<file path="config.mk">
export PLATFORM = sky130hd
export DESIGN_NAME = scanline_seq
export DESIGN_NICKNAME = d
export VERILOG_FILES = /design/src/rtl/scanline_pkg.sv /design/src/rtl/line_ctrl.sv /design/src/rtl/addr_walker.sv /design/src/rtl/pattern_row.sv /design/src/rtl/scanline_seq.sv
export SDC_FILE = /design/constraint.sdc
export NUM_CORES = 1
export LEC_CHECK = 0
export BUFFER_PORTS_ARGS = -buffer_cell sky130_fd_sc_hd__buf_2
export CORE_UTILIZATION = 45
export CTS_BUF_LIST = sky130_fd_sc_hd__clkbuf_8
export DETAILED_ROUTE_END_ITERATION = 10
export PLACE_DENSITY = 0.7
export SLEW_MARGIN = 30
export SYNTH_ARGS = -nofsm -noshare
export SYNTH_HDL_FRONTEND = slang
export SYNTH_HIERARCHICAL = 1
export SYNTH_SLANG_ARGS = --single-unit
</file>
<file path="constraint.sdc">
create_clock -name clk -period 5.4 [get_ports clk]
set_input_delay 1.08 -clock clk [delete_from_list [all_inputs] [get_ports clk]]
set_output_delay 1.08 -clock clk [all_outputs]
set_load 0.005 [all_outputs]
</file>
<file path="src/rtl/scanline_pkg.sv">
package scanline_pkg;
  localparam int OFS_W = 6;
  localparam int ROW_W = 4;
  typedef enum logic [1:0] {ST_IDLE, ST_RUN, ST_HOLD, ST_FIN} seq_state_e;
endpackage

</file>
<file path="src/rtl/line_ctrl.sv">
module line_ctrl
  import scanline_pkg::*;
#(
  parameter int CW = 16
) (
  input  logic          clk,
  input  logic          rst_n,
  input  logic          start,
  input  logic          resume,
  input  logic          line_done,
  input  logic          irq,
  input  logic [CW-1:0] height,
  input  logic [CW-1:0] width,
  output logic          load,
  output logic          step,
  output logic          busy,
  output logic          paused,
  output logic          done
);
  seq_state_e    state_q;
  logic [CW-1:0] left_q;
  logic          empty_job;
  logic          last_line;

  assign empty_job = (height == '0) || (width == '0);
  assign load      = start;
  assign last_line = busy && line_done && (left_q == CW'(1));
  assign step      = busy && line_done && !last_line && !start;
  assign busy      = (state_q == ST_RUN);
  assign paused    = (state_q == ST_HOLD);
  assign done      = (state_q == ST_FIN);

  always_ff @(posedge clk or negedge rst_n) begin
    if (!rst_n) begin
      state_q <= ST_IDLE;
      left_q  <= '0;
    end else if (start) begin
      left_q  <= height;
      state_q <= empty_job ? ST_FIN : ST_RUN;
    end else begin
      unique case (state_q)
        ST_RUN: if (line_done) begin
          left_q <= left_q - CW'(1);
          if (last_line)  state_q <= ST_FIN;
          else if (irq)   state_q <= ST_HOLD;
        end
        ST_HOLD: if (resume) state_q <= ST_RUN;
        default: ;
      endcase
    end
  end

  assert_one_state_R1: assert property (@(posedge clk) disable iff (!rst_n)
    $onehot0({busy, paused, done}));
  assert_zero_job_R5: assert property (@(posedge clk) disable iff (!rst_n)
    start && empty_job |=> done && !busy);
  assert_last_line_R4: assert property (@(posedge clk) disable iff (!rst_n)
    last_line && !start |=> done);
  assert_park_holds_R8: assert property (@(posedge clk) disable iff (!rst_n)
    paused && !resume && !start |=> paused);
  assert_resume_R9: assert property (@(posedge clk) disable iff (!rst_n)
    paused && resume && !start |=> busy && $stable(left_q));
endmodule

</file>
<file path="src/rtl/addr_walker.sv">
module addr_walker
  import scanline_pkg::*;
#(
  parameter int AW      = 32,
  parameter int SW      = 16,
  parameter bit HAS_PAT = 1'b0
) (
  input  logic             clk,
  input  logic             rst_n,
  input  logic             load,
  input  logic             step,
  input  logic             pat_en,
  input  logic [AW-1:0]    base_addr,
  input  logic [SW-1:0]    bit_in,
  input  logic [SW-1:0]    stride,
  input  logic [ROW_W-1:0] row_init,
  output logic [AW-1:0]    addr,
  output logic [OFS_W-1:0] off
);
  localparam int SUM_W = SW + 2;
  localparam int EXT_W = AW - SUM_W;

  logic [AW-1:0]    addr_q;
  logic [OFS_W-1:0] off_q;
  logic [SW-1:0]    stride_q;
  logic             pat_q;

  // Split a word address plus unsigned bit count into quadword address and offset
  function automatic logic [AW+OFS_W-1:0] f_split(input logic [AW-1:0] a,
                                                   input logic [SW-1:0] b);
    logic [AW-1:0] w;
    w = a + AW'(b >> 4);
    return {w[AW-1:2], 2'b00, w[1:0], b[3:0]};
  endfunction

  // Add a signed stride to offset; whole quadwords carry into the address
  function automatic logic [AW+OFS_W-1:0] f_step(input logic [AW-1:0]    a,
                                                  input logic [OFS_W-1:0] o,
                                                  input logic [SW-1:0]    st);
    logic signed [SUM_W-1:0] s;
    logic signed [SUM_W-1:0] q;
    logic [AW-1:0]           delta;
    s     = $signed({{(SUM_W-OFS_W){1'b0}}, o}) + $signed({{2{st[SW-1]}}, st});
    q     = s >>> OFS_W;
    delta = {{EXT_W{q[SUM_W-1]}}, q};
    return {a + (delta << 2), s[OFS_W-1:0]};
  endfunction

  generate
    if (HAS_PAT) begin : g_pat
      always_ff @(posedge clk or negedge rst_n) begin
        if (!rst_n)    pat_q <= 1'b0;
        else if (load) pat_q <= pat_en;
      end
    end else begin : g_plain
      assign pat_q = 1'b0;
    end
  endgenerate

  always_ff @(posedge clk or negedge rst_n) begin
    if (!rst_n) begin
      addr_q   <= '0;
      off_q    <= '0;
      stride_q <= '0;
    end else if (load) begin
      stride_q <= stride;
      if (HAS_PAT && pat_en) begin
        addr_q <= base_addr - AW'(row_init);
        off_q  <= '0;
      end else begin
        {addr_q, off_q} <= f_split(base_addr, bit_in);
      end
    end else if (step && !pat_q) begin
      {addr_q, off_q} <= f_step(addr_q, off_q, stride_q);
    end
  end

  assign addr = addr_q;
  assign off  = off_q;

  assert_idle_hold_R10: assert property (@(posedge clk) disable iff (!rst_n)
    !load && !step |=> $stable(addr_q) && $stable(off_q));
  assert_pattern_fixed_R6: assert property (@(posedge clk) disable iff (!rst_n)
    pat_q && !load |=> $stable(addr_q) && off_q == '0);
  assert_quad_align_R2: assert property (@(posedge clk) disable iff (!rst_n)
    load && !(HAS_PAT && pat_en) |=> addr_q[1:0] == 2'b00);
endmodule

</file>
<file path="src/rtl/pattern_row.sv">
module pattern_row
  import scanline_pkg::*;
(
  input  logic             clk,
  input  logic             rst_n,
  input  logic             load,
  input  logic             step,
  input  logic             pat_en,
  input  logic [ROW_W-1:0] row_init,
  input  logic [ROW_W-1:0] last_row,
  output logic [ROW_W-1:0] row
);
  logic [ROW_W-1:0] row_q;
  logic [ROW_W-1:0] last_q;
  logic             en_q;
  logic             wrap;

  function automatic logic [ROW_W-1:0] f_next(input logic [ROW_W-1:0] r,
                                               input logic [ROW_W-1:0] lim);
    return (r == lim) ? '0 : r + ROW_W'(1);
  endfunction

  assign wrap = step && en_q && (row_q == last_q);

  always_ff @(posedge clk or negedge rst_n) begin
    if (!rst_n) begin
      row_q  <= '0;
      last_q <= '0;
      en_q   <= 1'b0;
    end else if (load) begin
      en_q   <= pat_en;
      last_q <= last_row;
      row_q  <= pat_en ? row_init : '0;
    end else if (step && en_q) begin
      row_q <= f_next(row_q, last_q);
    end
  end

  assign row = row_q;

  assert_row_wrap_R7: assert property (@(posedge clk) disable iff (!rst_n)
    wrap && !load |=> row_q == '0);
  assert_row_off_R7: assert property (@(posedge clk) disable iff (!rst_n)
    !en_q && !load |=> row_q == '0);
endmodule

</file>
<file path="src/rtl/scanline_seq.sv">
module scanline_seq
  import scanline_pkg::*;
#(
  parameter int AW = 32,
  parameter int SW = 16,
  parameter int CW = 16
) (
  input  logic             clk,
  input  logic             rst_n,
  input  logic             start_i,
  input  logic             resume_i,
  input  logic             line_done_i,
  input  logic             irq_i,
  input  logic             pattern_en_i,
  input  logic [AW-1:0]    src_addr_i,
  input  logic [SW-1:0]    src_bit_i,
  input  logic [SW-1:0]    src_stride_i,
  input  logic [AW-1:0]    dst_addr_i,
  input  logic [SW-1:0]    dst_bit_i,
  input  logic [SW-1:0]    dst_stride_i,
  input  logic [CW-1:0]    height_i,
  input  logic [CW-1:0]    width_i,
  output logic [AW-1:0]    src_addr_o,
  output logic [OFS_W-1:0] src_off_o,
  output logic [AW-1:0]    dst_addr_o,
  output logic [OFS_W-1:0] dst_off_o,
  output logic [ROW_W-1:0] row_o,
  output logic             busy_o,
  output logic             paused_o,
  output logic             done_o
);
  logic             load_ev;
  logic             step_ev;
  logic [ROW_W-1:0] pat_first;
  logic [ROW_W-1:0] pat_last;

  // Pattern fields share the source stride word
  assign pat_first = src_stride_i[7:4];
  assign pat_last  = src_stride_i[15:12];

  line_ctrl #(.CW(CW)) u_ctrl (
    .clk(clk), .rst_n(rst_n), .start(start_i), .resume(resume_i),
    .line_done(line_done_i), .irq(irq_i), .height(height_i), .width(width_i),
    .load(load_ev), .step(step_ev), .busy(busy_o), .paused(paused_o), .done(done_o)
  );

  addr_walker #(.AW(AW), .SW(SW), .HAS_PAT(1'b1)) u_src (
    .clk(clk), .rst_n(rst_n), .load(load_ev), .step(step_ev),
    .pat_en(pattern_en_i), .base_addr(src_addr_i), .bit_in(src_bit_i),
    .stride(src_stride_i), .row_init(pat_first),
    .addr(src_addr_o), .off(src_off_o)
  );

  addr_walker #(.AW(AW), .SW(SW), .HAS_PAT(1'b0)) u_dst (
    .clk(clk), .rst_n(rst_n), .load(load_ev), .step(step_ev),
    .pat_en(1'b0), .base_addr(dst_addr_i), .bit_in(dst_bit_i),
    .stride(dst_stride_i), .row_init('0),
    .addr(dst_addr_o), .off(dst_off_o)
  );

  pattern_row u_row (
    .clk(clk), .rst_n(rst_n), .load(load_ev), .step(step_ev),
    .pat_en(pattern_en_i), .row_init(pat_first), .last_row(pat_last), .row(row_o)
  );

  assert_step_only_busy_R10: assert property (@(posedge clk) disable iff (!rst_n)
    step_ev |-> busy_o);
  assert_dst_still_paused_R8: assert property (@(posedge clk) disable iff (!rst_n)
    paused_o && !start_i |=> $stable(dst_addr_o) && $stable(dst_off_o));
endmodule

</file>
Yosys cells after proc, flatten, opt, wreduce, memory -nomap -nowiden. Cells that the tools add are included.

Output and inout bits: 83. Input bits: 167. Register bits after elaboration: 135. Word-level logic and storage cells: 72.

$add $sub $neg: 9. Mux-type cells: 24. Eq/ne operators: 8. Reductions and logical operators: 20.

Operators with widths (count): 32-bit 2-to-1 mux (5); 32-bit by 12-bit adder with 32-bit output (2); 32-bit adder (2); 16-bit 2-to-1 mux (3); 7-bit by 16-bit adder with 17-bit output (2); 16-bit logical NOT (2); 32-bit by 4-bit subtractor with 32-bit output (1); 6-bit 2-to-1 mux (5); 16-bit by 1-bit == test with 1-bit output, second input constant (1); 4-bit 2-to-1 mux (4); 16-bit by 1-bit subtractor with 16-bit output, second input constant (1); 2-bit 2-to-1 mux (6); 2-bit nonzero test (5); 1-bit logical AND (6); 3-bit inequality test, second input constant (2); 4-bit by 1-bit adder with 4-bit output, second input constant (1); 2-bit == test, second input constant (2); 4-bit == test (1); 4-bit inequality test, second input constant (1); 2-bit one-hot mux with 2 select lines (1); 4-bit AND reduction (1); 1-bit logical NOT (3); 3-bit nonzero test (1); 2-bit by 1-bit == test with 1-bit output, second input constant (1); other kinds (2) (2).

Longest topological paths before layout.
Word-level depth: 9. Depth in mapped cells: 21.

Modules after synthesis. The synthesis kept the hierarchy.

Modules (own cells, without submodules): addr_walker (u_src) (cells each 694, sequential area each 1376.3 um2, area each 5594.1 um2, instances 1); addr_walker (u_dst) (cells each 595, sequential area each 1301.2 um2, area each 5037.3 um2, instances 1); line_ctrl (cells each 132, sequential area each 450.4 um2, area each 1147.4 um2, instances 1); pattern_row (cells each 39, sequential area each 225.2 um2, area each 475.5 um2, instances 1); scanline_seq (cells each 1, sequential area each 0.0 um2, area each 3.8 um2, instances 1).

Worst setup path before layout. No wires, ideal clock.

Path kind: register to register. Start point: register u_src.off_q[0], in the netlist u_src/off[0]. End point: register u_src.addr_q[30], in the netlist u_src/addr[30]. Data required time: 5280 ps. Cell stages (with the launch flop): 20. Setup slack: 83 ps. Data arrival time: 5197 ps. Path buffers: 0. Cells stage by stage: dfrtp_1 > ha_1 > fa_1 > a21o_1 > a21oi_1 > o21bai_1 > a21oi_1 > nor2_1 > a41oi_1 > ha_1 > o21ai_0 > nor2_1 > o21bai_1 > a32o_1 > o211ai_1 > a221o_1 > a311oi_1 > a21oi_1 > xor2_1 > a31o_1.

Word-level cells in the longest chain between the ends: 4.

Ends and longest elaborated chain: start, declared (line addr_walker.sv:24) `logic [OFS_W-1:0] off_q;`; start signal, assigned (line addr_walker.sv:71) `{addr_q, off_q} <= f_split(base_addr, bit_in);`; start signal, assigned (line addr_walker.sv:74) `{addr_q, off_q} <= f_step(addr_q, off_q, stride_q);`; 7-bit by 16-bit adder with 17-bit output (line addr_walker.sv:43) `s = $signed({{(SUM_W-OFS_W){1'b0}}, o}) + $signed({{2{st[SW-1]}}, st});`; 32-bit adder (line addr_walker.sv:46) `return {a + (delta << 2), s[OFS_W-1:0]};`; 32-bit 2-to-1 mux (line addr_walker.sv:73) `end else if (step && !pat_q) begin`; 32-bit 2-to-1 mux (line addr_walker.sv:65) `end else if (load) begin`; end signal, assigned (line addr_walker.sv:68) `addr_q <= base_addr - AW'(row_init);`; end signal, assigned (line addr_walker.sv:71); end signal, assigned (line addr_walker.sv:74); end, declared (line addr_walker.sv:23) `logic [AW-1:0] addr_q;`.

No other way between the ends. The select of a mux whose other input is x is not followed. A chain may end at the register's enable or synchronous reset.

Worst setup path in the final report.
Start point: register u_src.off_q[0], in the netlist u_src/off[0]. End point: register u_src.addr_q[25], in the netlist u_src/addr[25].

The elaborated chain is that of the path after synthesis.

==> results.py <==
metrics = {
    "clock_tree": {
        "clkSlewWorstSetupHoldPaths_ns": 0.10,
        "cts_root_buf": "clkbuf_8",
        "htree_levels": 4,
        "ctsHoldBuffers": 0,
        "cts_num_sinks": 134,
        "clk_latency_ns": 0.46,
        "numCtsBuffers": 17,
        "cts_buffer_depth": 2,
        "cts_tree": "yes",
        "cts_setup_buffers": 0,
        "cts-resized-gates": 0,
    },
    "global_route": {
        "grt_pass1_wl_um": 55960,
        "overflow": 0,
        "grt_max_degree": 99,
        "antenna_found_initial": 2,
        "grt_pass1_vias": 11229,
        "grtUsageTotal": 0.2471,
    },
    "routing": {
        "drc": 0,
        "drt_iter0_markers": 786,
        "wl_um": 34200,
        "avgViaCountPerCell": 5.724,
        "first_pass_iters": 6,
        "ant_nets": 0,
        "vias": 11700,
        "detail_route.wl_per_cell_um": 16.73,
    },
    "sta": {
        "rsz0062_at_grt": "no",
        "period_needed_ns": 4.932,
        "fin_skew_ns": 0.02700,
        "max_slew_margin": 0.4626,
        "worstMarginPinSlew_ns": 0.8062,
        "finalSetupViolCount": 0,
        "finalCritPeriodShare": 0.9133,
        "report.final.slew_viol_count": 0,
        "fmax_mhz": 202.8,
        "setup_tns_ns": 0,
        "hold_violations": 0,
    },
    "critical_path": {
        "startpoint_type": "flip-flop",
        "cp.arrival_ns": 5.24,
        "crit_fanout": 22,
        "worstReg2RegStart": "u_src/off[0]$_DFFE_PN0N_",
        "criticalPathCategory": "flip-flop to flip-flop",
        "cp-end-kind": "flip-flop",
        "required_ns": 5.71,
        "r2r_cells": 19,
        "rr_endpoint": "u_src/addr[25]$_DFFE_PN0N_",
        "rrSetupSlack_ns": 0.47,
    },
    "pwr": {
        "cellLeakagePower_nw": 6.266,
        "finalPower_mw": 3.884,
        "ir_drop_mv": 0.1160,
        "powerDensity_nw_per_um2": 273.2,
    },
    "hold_path": {
        "whs_path_depth": 1,
        "hold_path_class": "flip-flop to flip-flop",
        "hp-start": "u_dst/stride_q[5]$_DFFE_PN0P_",
        "hold_path_end": "u_dst/stride_q[5]$_DFFE_PN0P_",
    },
    "yosys": {
        "syn-cell-area_um2": 12250,
        "syn_avg_cell_area_um2": 8.393,
        "ys_warn_count": 6,
        "netlist_instances": 1460,
    },
    "place": {
        "port_buffers": 247,
        "post-dp-hpwl_um": 26630,
        "gp_congestion": 0.9353,
    },
    "die": {
        "die_area_um2": 27900,
        "ioPinCount": 250,
        "core_area_um2": 26800,
        "fp.dieH_um": 167.0,
        "chipWidth_um": 167.0,
        "start_util": 0.4572,
        "rows": 60,
    },
    "cells_and_area": {
        "nNetsFinal": 1967,
        "drive_gt1_frac": 0.2169,
        "area_growth_pct": 16.01,
    },
    "job": {
        "drv_cap": 0,
    },
    "status": {
        "status": "finished clean",
    },
}
[registers in the layout, summed over array words and instances (netlist names)]
register and flops:
u_src/off 6, u_row/row 4, u_dst/stride_q 16, u_row/en_q 1, u_ctrl/left_q 16, u_row/last_q 4
u_dst/addr 30, u_src/addr 32, u_src/stride_q 16, u_src/pat_q 1, u_dst/off 6, u_ctrl/state_q 2
[per-stage QoR]
step	hold slack (ns)	cell area, um^2	utilization	std cells	setup slack, ns
after floorplan	0.4784	12260	-	1461	0.08340
after global placement	0.4932	13810	0.5154	2010	0.5749
after detailed placement	0.5065	13810	0.5154	2010	0.4981
after CTS	0.5286	14210	0.5302	2042	0.4671
after global routing	0.5330	14210	0.5303	2043	0.008339
final	0.5273	14220	0.5304	2044	0.4679
[worst max path at each step]
stage	startpoint	endpoint	slack (ns)
2_1_floorplan	u_src/off[0]$_DFFE_PN0N_	u_src/addr[30]$_DFFE_PN0N_	0.08
3_3_place_gp	u_src/off[0]$_DFFE_PN0N_	u_src/addr[25]$_DFFE_PN0N_	0.57
3_5_place_dp	u_src/off[0]$_DFFE_PN0N_	u_src/addr[25]$_DFFE_PN0N_	0.50
4_1_cts	u_src/off[0]$_DFFE_PN0N_	u_src/addr[25]$_DFFE_PN0N_	0.47
5_1_grt	u_src/off[0]$_DFFE_PN0N_	u_src/addr[25]$_DFFE_PN0N_	0.008
6_report	u_src/off[0]$_DFFE_PN0N_	u_src/addr[25]$_DFFE_PN0N_	0.47
[final cells by class]
class                      count  area, um^2
fill                        2506       12580
multi-input combinational   1233        8537
sequential                   134        3353
timing repair buffer         258        1334
tap                          341       426.7
clock buffer                  17       234.0
inverter                      44       165.2
clock inverter                15       161.4
antenna                        2       5.005
[layer usage]
layer | global-route usage | vias up | share of wire
li1 | - | 5813 | -
met3 | 0.03850 | 25 | 0.059
met2 | 0.4335 | 360 | 0.49
met1 | 0.3157 | 5502 | 0.44
met4 | 0.06119 | 0 | 0.011
met5 | 0 | - | 0
[worst max-delay path, stage by stage, from the launching register on]
cell	delay [ns]
dfrtp_1	0.41
ha_1	0.24
fa_1	0.40
a21o_1	0.19
a21oi_1	0.20
o21bai_1	0.08
a21oi_1	0.31
nor2_1	0.16
a41oi_2	0.27
buf_4	0.31
ha_1	0.36
a211o_1	0.29
o221ai_1	0.20
nor3b_1	0.33
a21oi_1	0.14
a311oi_1	0.36
xor2_1	0.18
nor2_1	0.05
a211oi_1	0.23
a21oi_1	0.06
[power breakdown]
group          total (mW)  internal, mW  switching, mW
logic                1.73         0.763          0.968
clock network       0.883         0.386          0.497
registers            1.27          1.13          0.138
total                3.88          2.28           1.60
[layout by cell type, fill, tap and decap left out, types with 8 or more instances in the layout]
cell type  instances
dfrtp_1          134
nand2b_1          13
a22oi_1           13
a31oi_1           17
nor4_1            17
ha_1             105
buf_2            245
a211oi_1          34
o21ai_1            8
xor2_1            59
clkbuf_8          18
buf_4             11
nor2_1           127
nor3_1            34
inv_1             42
nor2b_1           27
a21o_1            27
xnor2_1           86
nand2_1          126
o211ai_1           9
and3_1            16
mux2i_1           16
nand4_1           17
a21oi_1          125
o21a_1            15
o21ai_0          109
o31ai_1           10
o21bai_1           8
mux2_2            36
nand3_1           49
Note: power is estimated with default switching activity, not from simulation.
